`config.mk`:
```
export PLATFORM = sky130hd
export DESIGN_NAME = epwm_channel
export DESIGN_NICKNAME = d
export VERILOG_FILES = /design/src/rtl/epwm_pkg.sv /design/src/rtl/epwm_counter.sv /design/src/rtl/epwm_sticky.sv /design/src/rtl/epwm_outgen.sv /design/src/rtl/epwm_channel.sv
export SDC_FILE = /design/constraint.sdc
export NUM_CORES = 1
export LEC_CHECK = 0
export BUFFER_PORTS_ARGS = -buffer_cell sky130_fd_sc_hd__buf_2
export CAP_MARGIN = 20
export CORE_UTILIZATION = 40
export DETAILED_ROUTE_END_ITERATION = 8
export HOLD_SLACK_MARGIN = 0.15
export PLACE_DENSITY = 0.58
export REMOVE_ABC_BUFFERS = 1
export SYNTH_ARGS = -nofsm -noshare
export SYNTH_HDL_FRONTEND = slang
export SYNTH_SLANG_ARGS = --single-unit
```
`constraint.sdc`:
```
create_clock -name clk_i -period 2.8 [get_ports clk_i]
set_input_delay 0 -clock clk_i [delete_from_list [all_inputs] [get_ports clk_i]]
set_output_delay 0 -clock clk_i [all_outputs]
set_load 0.03 [all_outputs]
```
`src/rtl/epwm_pkg.sv`:
```
package epwm_pkg;

  typedef enum logic {
    PH_CMP = 1'b0,
    PH_OVF = 1'b1
  } phase_e;

  function automatic logic chan_on(input logic [1:0] sel);
    return |sel;
  endfunction

  // Level driven from the wrap until the compare hit.
  function automatic logic wrap_level(input logic [1:0] sel);
    return ~sel[0];
  endfunction

endpackage

```
`src/rtl/epwm_counter.sv`:
```
module epwm_counter #(
  parameter int CW = 16
) (
  input  logic          clk_i,
  input  logic          rst_ni,
  input  logic [CW-1:0] mod_i,
  input  logic [CW-1:0] cmp_i,
  output logic          wrap_o,
  output logic [CW-1:0] cnt_d_o,
  output logic [CW-1:0] mod_d_o,
  output logic [CW-1:0] cmp_d_o
);

  localparam logic [CW-1:0] ONE = CW'(1);

  logic [CW-1:0] cnt_q, cnt_d;
  logic [CW-1:0] mod_q, mod_d;
  logic [CW-1:0] cmp_q, cmp_d;
  logic          wrap;

  always_comb begin
    wrap  = (cnt_q == mod_q);
    cnt_d = wrap ? '0 : cnt_q + ONE;
    mod_d = wrap ? mod_i : mod_q;
    cmp_d = wrap ? cmp_i : cmp_q;
  end

  always_ff @(posedge clk_i or negedge rst_ni) begin
    if (!rst_ni) begin
      cnt_q <= '0;
    end else begin
      cnt_q <= cnt_d;
    end
  end

  // Working registers are only written on a wrap.
  always_ff @(posedge clk_i or negedge rst_ni) begin
    if (!rst_ni) begin
      mod_q <= '0;
      cmp_q <= '0;
    end else if (wrap) begin
      mod_q <= mod_d;
      cmp_q <= cmp_d;
    end
  end

  assign wrap_o  = wrap;
  assign cnt_d_o = cnt_d;
  assign mod_d_o = mod_d;
  assign cmp_d_o = cmp_d;

  // wrap returns the count to zero
  a_r1_wrap_to_zero: assert property (@(posedge clk_i) disable iff (!rst_ni)
    (cnt_q == mod_q) |=> (cnt_q == '0));

  // otherwise the count steps by one
  a_r1_step: assert property (@(posedge clk_i) disable iff (!rst_ni)
    (cnt_q != mod_q) |=> (cnt_q == $past(cnt_q) + ONE));

  // configuration held inside a period
  a_r8_hold_cfg: assert property (@(posedge clk_i) disable iff (!rst_ni)
    (cnt_q != mod_q) |=> ($stable(mod_q) && $stable(cmp_q)));

  // count never exceeds active modulo
  a_r1_in_range: assert property (@(posedge clk_i) disable iff (!rst_ni)
    (cnt_q <= mod_q));

endmodule

```
`src/rtl/epwm_sticky.sv`:
```
module epwm_sticky (
  input  logic clk_i,
  input  logic rst_ni,
  input  logic set_i,
  input  logic clr_i,
  output logic flag_o
);

  logic flag_q, flag_d;

  // A set in the same cycle as a clear wins.
  always_comb begin
    flag_d = set_i | (flag_q & ~clr_i);
  end

  always_ff @(posedge clk_i or negedge rst_ni) begin
    if (!rst_ni) begin
      flag_q <= 1'b0;
    end else begin
      flag_q <= flag_d;
    end
  end

  assign flag_o = flag_q;

  // set wins over clear
  a_r7_set_wins: assert property (@(posedge clk_i) disable iff (!rst_ni)
    set_i |=> flag_q);

  // flag holds without set or clear
  a_r2_hold: assert property (@(posedge clk_i) disable iff (!rst_ni)
    (!set_i && !clr_i) |=> $stable(flag_q));

endmodule

```
`src/rtl/epwm_outgen.sv`:
```
module epwm_outgen
  import epwm_pkg::*;
#(
  parameter int CW = 16
) (
  input  logic          clk_i,
  input  logic          rst_ni,
  input  logic [CW-1:0] cnt_d_i,
  input  logic [CW-1:0] mod_d_i,
  input  logic [CW-1:0] cmp_d_i,
  input  logic [1:0]    sel_i,
  output logic          hit_o,
  output logic          pwm_o
);

  phase_e phase_q, phase_d;
  logic   cmp_valid;

  // Phase of the count the counter moves to on this edge.
  always_comb begin
    cmp_valid = (cmp_d_i != '0) && (cmp_d_i <= mod_d_i);
    hit_o     = cmp_valid && (cnt_d_i == cmp_d_i);
    phase_d   = (cnt_d_i < cmp_d_i) ? PH_OVF : PH_CMP;
  end

  always_ff @(posedge clk_i or negedge rst_ni) begin
    if (!rst_ni) begin
      phase_q <= PH_OVF;
    end else begin
      phase_q <= phase_d;
    end
  end

  always_comb begin
    if (!chan_on(sel_i)) begin
      pwm_o = 1'b0;
    end else if (phase_q == PH_OVF) begin
      pwm_o = wrap_level(sel_i);
    end else begin
      pwm_o = ~wrap_level(sel_i);
    end
  end

  // compare above modulo keeps the post-wrap phase
  a_r6_full_duty: assert property (@(posedge clk_i) disable iff (!rst_ni)
    (cmp_d_i > mod_d_i) |=> (phase_q == PH_OVF));

  // zero compare keeps the post-compare phase
  a_r5_zero_duty: assert property (@(posedge clk_i) disable iff (!rst_ni)
    (cmp_d_i == '0) |=> (phase_q == PH_CMP));

  // no hit for out-of-range compare
  a_r5_no_hit: assert property (@(posedge clk_i) disable iff (!rst_ni)
    ((cmp_d_i == '0) || (cmp_d_i > mod_d_i)) |-> !hit_o);

endmodule

```
`src/rtl/epwm_channel.sv`:
```
module epwm_channel #(
  parameter int CW = 16
) (
  input  logic          clk_i,
  input  logic          rst_ni,
  input  logic [CW-1:0] mod_i,
  input  logic [CW-1:0] cmp_i,
  input  logic [1:0]    sel_i,
  input  logic          ovf_clr_i,
  input  logic          match_clr_i,
  output logic          pwm_o,
  output logic          ovf_flag_o,
  output logic          match_flag_o
);

  localparam int NFLAG = 2;

  logic          wrap;
  logic          hit;
  logic [CW-1:0] cnt_d, mod_d, cmp_d;

  logic [NFLAG-1:0] flag_set, flag_clr, flag_q;

  epwm_counter #(.CW(CW)) u_counter (
    .clk_i   (clk_i),
    .rst_ni  (rst_ni),
    .mod_i   (mod_i),
    .cmp_i   (cmp_i),
    .wrap_o  (wrap),
    .cnt_d_o (cnt_d),
    .mod_d_o (mod_d),
    .cmp_d_o (cmp_d)
  );

  epwm_outgen #(.CW(CW)) u_outgen (
    .clk_i   (clk_i),
    .rst_ni  (rst_ni),
    .cnt_d_i (cnt_d),
    .mod_d_i (mod_d),
    .cmp_d_i (cmp_d),
    .sel_i   (sel_i),
    .hit_o   (hit),
    .pwm_o   (pwm_o)
  );

  // Flag 0: wrap, flag 1: compare hit.
  assign flag_set = {hit, wrap};
  assign flag_clr = {match_clr_i, ovf_clr_i};

  for (genvar g = 0; g < NFLAG; g++) begin : g_flag
    epwm_sticky u_flag (
      .clk_i  (clk_i),
      .rst_ni (rst_ni),
      .set_i  (flag_set[g]),
      .clr_i  (flag_clr[g]),
      .flag_o (flag_q[g])
    );
  end

  assign ovf_flag_o   = flag_q[0];
  assign match_flag_o = flag_q[1];

  // disabled channel stays low across edges
  a_r9_off_low: assert property (@(posedge clk_i) disable iff (!rst_ni)
    (sel_i == 2'b00) |-> !pwm_o);

  // zero compare never raises the compare flag
  a_r5_zero_no_flag: assert property (@(posedge clk_i) disable iff (!rst_ni)
    ((cmp_d == '0) && !match_flag_o) |=> !match_flag_o);

endmodule

```
== Word level (Yosys, flattened, before mapping) ==
Index checks and enable logic that the tools add are counted.
Word-level totals
  bits in registers: 51
  bits of input ports: 38
  output and inout port bits: 3
Operators by class
  add/sub/neg operators: 1
  reduce and logical (&&, ||, !) cells: 4
  equal/unequal tests: 2
  magnitude comparators: 2
  bitwise operators: 7
  multiplexer cells: 6
Operator list (number)
  $mux W16: 3
  $eq A16 B16 Y1: 2
  $add A16 B1 Y16 const B: 1
  $le A16 B16 Y1: 1
  $lt A16 B16 Y1: 1
  $reduce_bool A16 Y1: 1
  $mux W1: 3
  $not A1 Y1: 3
  $and A1 B1 Y1: 2
  $logic_and A1 B1 Y1: 2
  $or A1 B1 Y1: 2
  $reduce_or A2 Y1: 1

== Longest topological paths before layout ==
  depth in word-level cells: 6
  depth in mapped cells: 13
  mapped depth without buffers: 11

== Modules after synthesis ==
From an unflattened synthesis, not the netlist that was laid out.
Unflattened totals
  cells, all modules: 324
  area, all modules: 3479.6 µm²
By module, submodules not included
  epwm_counter: area each 2531.2 µm², cells each 199, times used 1, sequential area each 1201.2 µm²
  epwm_outgen: area each 875.8 µm², cells each 119, times used 1, sequential area each 26.3 µm²
  epwm_sticky: area each 36.3 µm², cells each 3, times used 2, sequential area each 25.0 µm²

== Worst setup path before layout ==
Ideal clock, no wire load.
  path kind: reg-to-reg
  from: register u_counter.cnt_q[2]
  to: register g_flag[1].u_flag.flag_q
  slack: -0.149 ns
  stages on the path, launching flop included: 14
  setup time: 0.101 ns
  required time: 2.699 ns
  arrival: 2.849 ns
  cells stage by stage: dfrtp_1 xnor2_1 nand4_1 nor4_4 buf_6 buf_6 buf_4 nor2_1 ha_1 nand4_1 nor4_1 nand2_1 mux2_2 o32ai_1
On the way
  elaborated cells on any way between the ends: 11
  classes of those cells: add/sub (1); order compare (1); eq/ne (2); mux (3); bitwise (1); reduce/logical (3)
RTL lines
  start: declaration: line epwm_counter.sv:16  | logic [CW-1:0] cnt_q, cnt_d;
  start signal: assignment: line epwm_counter.sv:32  | cnt_q <= cnt_d;
  $add A16 B1 Y16 or $eq A16 B16 Y1 (tied branches): line epwm_counter.sv:23, epwm_counter.sv:22
  $mux W16 *: line epwm_counter.sv:23  | cnt_d = wrap ? '0 : cnt_q + ONE;
  net cnt_d[15]: line epwm_channel.sv:20  | logic [CW-1:0] cnt_d, mod_d, cmp_d;
  $eq A16 B16 Y1 *: line epwm_outgen.sv:22  | hit_o = cmp_valid && (cnt_d_i == cmp_d_i);
  $logic_and A1 B1 Y1 *: line epwm_outgen.sv:22
  $or A1 B1 Y1 *: line epwm_sticky.sv:13  | flag_d = set_i | (flag_q & ~clr_i);
  net g_flag[1].u_flag.flag_d: line epwm_sticky.sv:9  | logic flag_q, flag_d;
  end signal: assignment: line epwm_sticky.sv:20  | flag_q <= flag_d;
  end: declaration: line epwm_sticky.sv:9
Mark *: on every way through the listed nets, which the timed path passes. The rest lies on a longest branch.
A chain may end at the register's enable or synchronous reset.

== Worst setup path in the final report ==
  from: register u_counter.mod_q[15]
  to: register g_flag[1].u_flag.flag_q
On the way
  cells in the longest elaborated chain, start to end: 6
  elaborated cells on any way between the ends: 10
  classes of those cells: order compare (1); eq/ne (2); mux (3); bitwise (1); reduce/logical (3)
RTL lines
  start: declaration: line epwm_counter.sv:17  | logic [CW-1:0] mod_q, mod_d;
  start signal: assignment: line epwm_counter.sv:42  | mod_q <= mod_d;
  $eq A16 B16 Y1 *: line epwm_counter.sv:22  | wrap = (cnt_q == mod_q);
  $mux W16 *: line epwm_counter.sv:25  | cmp_d = wrap ? cmp_i : cmp_q;
  net cmp_d[7]: line epwm_channel.sv:20
  $le A16 B16 Y1 or $reduce_bool A16 Y1 (tied branches): line epwm_outgen.sv:21  | cmp_valid = (cmp_d_i != '0) && (cmp_d_i <= mod_d_i);
  $logic_and A1 B1 Y1: line epwm_outgen.sv:21
  $logic_and A1 B1 Y1 *: line epwm_outgen.sv:22
  $or A1 B1 Y1 *: line epwm_sticky.sv:13
  net g_flag[1].u_flag.flag_d: line epwm_sticky.sv:9
Marked as above.

==> flow_summary.yaml <==
clock_network:
  clk_pin_slew_ns: 0.10
  root_buffer: "clkbuf_8"
  clock_sinks: 51
  cts_made_buffers: 5
  clockBufferDepth: 2
  clkLatencyLatePin_ns: 0.31
  tritoncts: "built"
  htreeDepth: 2
grt:
  grt_overflow: 0
  grt_max_degree: 33
  grt_pass1_wl_um: 13510
  track_usage_pct: 20.56
  met2_usage_pct: 34.62
  grt_antenna_before_repair: 0
  first_global_vias: 2773
  grtUsageMet1_pct: 27.21
  grt_use_met3_pct: 3.202
  busiest_layer: "met2"
layout:
  num_antenna_cells: 0
  drive_gt1_share_pct: 35.16
  fin_util_pct: 58.80
  final_nets: 508
  final_cells: 540
  area_growth_pct: 39.43
power:
  vdd_drop_max_mv: 0.2420
  power_density_nw_per_um2: 407.5
  p_leak_nw: 2.193
yosys:
  synth.area.top_cells: "dfrtp_1, mux2_2, ha_1"
  netlist_area_sq_um: 3309
  ys.flop_type: "dfrtp_1"
  synthCells: 315
  ys_ff_latch: 51
  ys_types: 31
  synth_warnings: 0
  yosysMostFrequentCell: "dfrtp_1"
  synth_top_area_share_pct: 37.81
  synth_seq_area_share_pct: 38.60
  synth-edff-count: 0
  async_flop_share_pct: 100.0
  synthTopCellsByCount: "dfrtp_1, mux2_2, inv_1"
  yosysTopAreaCell: "dfrtp_1"
  synth.avg_cell_area_sq_um: 10.51
route:
  vias: 2704
  drt_pass1_iterations: 5
  first_iter_violations: 91
  wl_per_cell_um: 15.31
  wl_um: 8265
  antenna_left: 0
  drc_errors: 0
  drt-vias-per-instance: 5.007
sta:
  worst_pin_slew_ns: 0.7499
  fmax_mhz: 314.6
  skew_ns: 0.01054
  worst_slack_ns: -0.3791
  setup_viol: 2
  relSlewSlack_pct: 50.00
  rsz0062_at_grt: "yes"
  finalHoldViolCount: 0
  fin_crit_ns: 3.179
  finalMaxSlewViolations: 0
  whs_ns: 0.3103
  finalSetupTns_ns: -0.5968
  fin_crit_sh_pct: 113.5
place:
  dp_cells: 493
  hpwl_um: 6185
  io_buffers: 40
  pre_cts_ws_ns: -0.5496
  gp_congestion: 0.8462
setup_path:
  cp_max_fo: 8
  cp.arrival_ns: 3.40
  path_class: "reg2reg"
  endpoint_kind: "flop"
  critPathRequiredTime_ns: 3.02
  startpoint_type: "flop"
die:
  rows: 32
  num_io_pins: 41
  dieArea_sq_um: 8642
  coreArea_sq_um: 7848
  die_x_um: 92.96
  die_h_um: 92.96
  initial_core_util_pct: 42.17
run_status:
  violations: "setup timing"
  status: "finished with violations"
job:
  max-cap-violations: 0
hold_path:
  hp-class: "in2async"
## layer usage
| metal | part of all wire [%] | routed length [um] | up-vias |
|---|---|---|---|
| met5 | 0 | 0 | - |
| met4 | 2.3 | 192 | 0 |
| met3 | 4.3 | 358 | 16 |
| met2 | 47 | 3908 | 71 |
| met1 | 46 | 3805 | 1256 |
| li1 | - | - | 1361 |
## sequential cells by signal (all words and copies together) (netlist names)
register	flops
g_flag.u_flag.flag_o	2
u_counter.mod_q	16
u_counter.cmp_q	16
u_outgen.phase_q	1
u_counter.cnt_q	16
## critical path: stages, from the launching register on
cell and delay [ns]:
dfrtp_1 0.43, xnor2_2 0.19, nand4_1 0.15, nor4_4 0.32, buf_4 0.20, buf_16 0.14
mux2_2 0.37, inv_1 0.07, ha_1 0.15, nand4_1 0.17, nor4_2 0.34, nand2_1 0.07
mux2_2 0.28, o32ai_2 0.19
## per-stage QoR
| stage | cell area, sq um | power, mW |
|---|---|---|
| final | 4614 | 1.880 |
| after floorplan | 3246 | 1.045 |
| after global placement | 3909 | 1.209 |
| after global routing | 4614 | 1.971 |
| after CTS | 4581 | 1.890 |
| after detailed placement | 3909 | 1.217 |
## placed cells by master (no fill, tap or decap), types with 4 or more instances in the layout
master,n
buf_2,40
dlygate4sd3_1,35
nand4_1,17
buf_4,43
nand3_1,7
mux2_4,11
mux2_2,29
nor4_1,8
o21ai_0,7
clkbuf_8,5
ha_1,31
a21o_1,4
a21oi_1,13
inv_1,37
nand2_1,9
dfrtp_1,50
xnor2_1,18
mux2_1,10
nor2_1,14
or3_1,5
xor2_1,5
## cell type report
cell class,count,area (sq um)
fillers,673,3233
inverters,39,146.4
flip-flops and latches,51,1277
well taps,102,127.6
repair buffers,122,963.4
clock buffers,5,68.82
multi-input cells,218,1963
clock inverters,3,67.56
## kinds of logic (layout without fill, tap and decap cells)
| logic type | Yosys count | after routing | synth area share [%] |
|---|---|---|---|
| buf+inv | 46 | 169 | 6.352 |
| mux | 50 | 50 | 17.01 |
| flops | 51 | 51 | 38.60 |
| compound gates | 34 | 34 | 5.936 |
| xor+xnor | 26 | 26 | 6.881 |
| simple gates | 75 | 75 | 12.74 |
| fa+ha+maj | 33 | 33 | 12.48 |
## report_power, final
group | internal (mW) | leakage, nW | switching (mW) | total, mW
combinational | 0.231 | 1.50 | 0.214 | 0.445
clock | 0.356 | 0.0644 | 0.257 | 0.613
sequential | 0.786 | 0.627 | 0.0369 | 0.823
## path summary, 6_finish.rpt
check / slack (ns) / startpoint / endpoint / cells after the start
min in group clk_i: 0.38 / sel_i[1] / pwm_o / 4
worst max register to register: -0.38 / u_counter.mod_q[15] / g_flag[1].u_flag.flag_o / 13
worst min-delay path: 0.31 / rst_ni / u_counter.cnt_q[6] / 2
worst max-delay path: -0.38 / u_counter.mod_q[15] / g_flag[1].u_flag.flag_o / 13
worst min register to register: 0.48 / g_flag[0].u_flag.flag_o / g_flag[0].u_flag.flag_o / 1
max in group asynchronous: 1.68 / rst_ni / u_outgen.phase_q / 3
## repair_timing
| action | 4_1_cts | 5_1_grt |
|---|---|---|
| buffers inserted | 2 | 0 |
| setup endpoints to repair | 2 | 2 |
| endpoints found under the hold margin | 65 | 0 |
| hold buffers | 35 | 0 |
| resized for setup | 27 | 7 |
| pin swaps | 8 | 3 |
| cloned | 2 | 0 |
(Power assumes the default switching activity.)
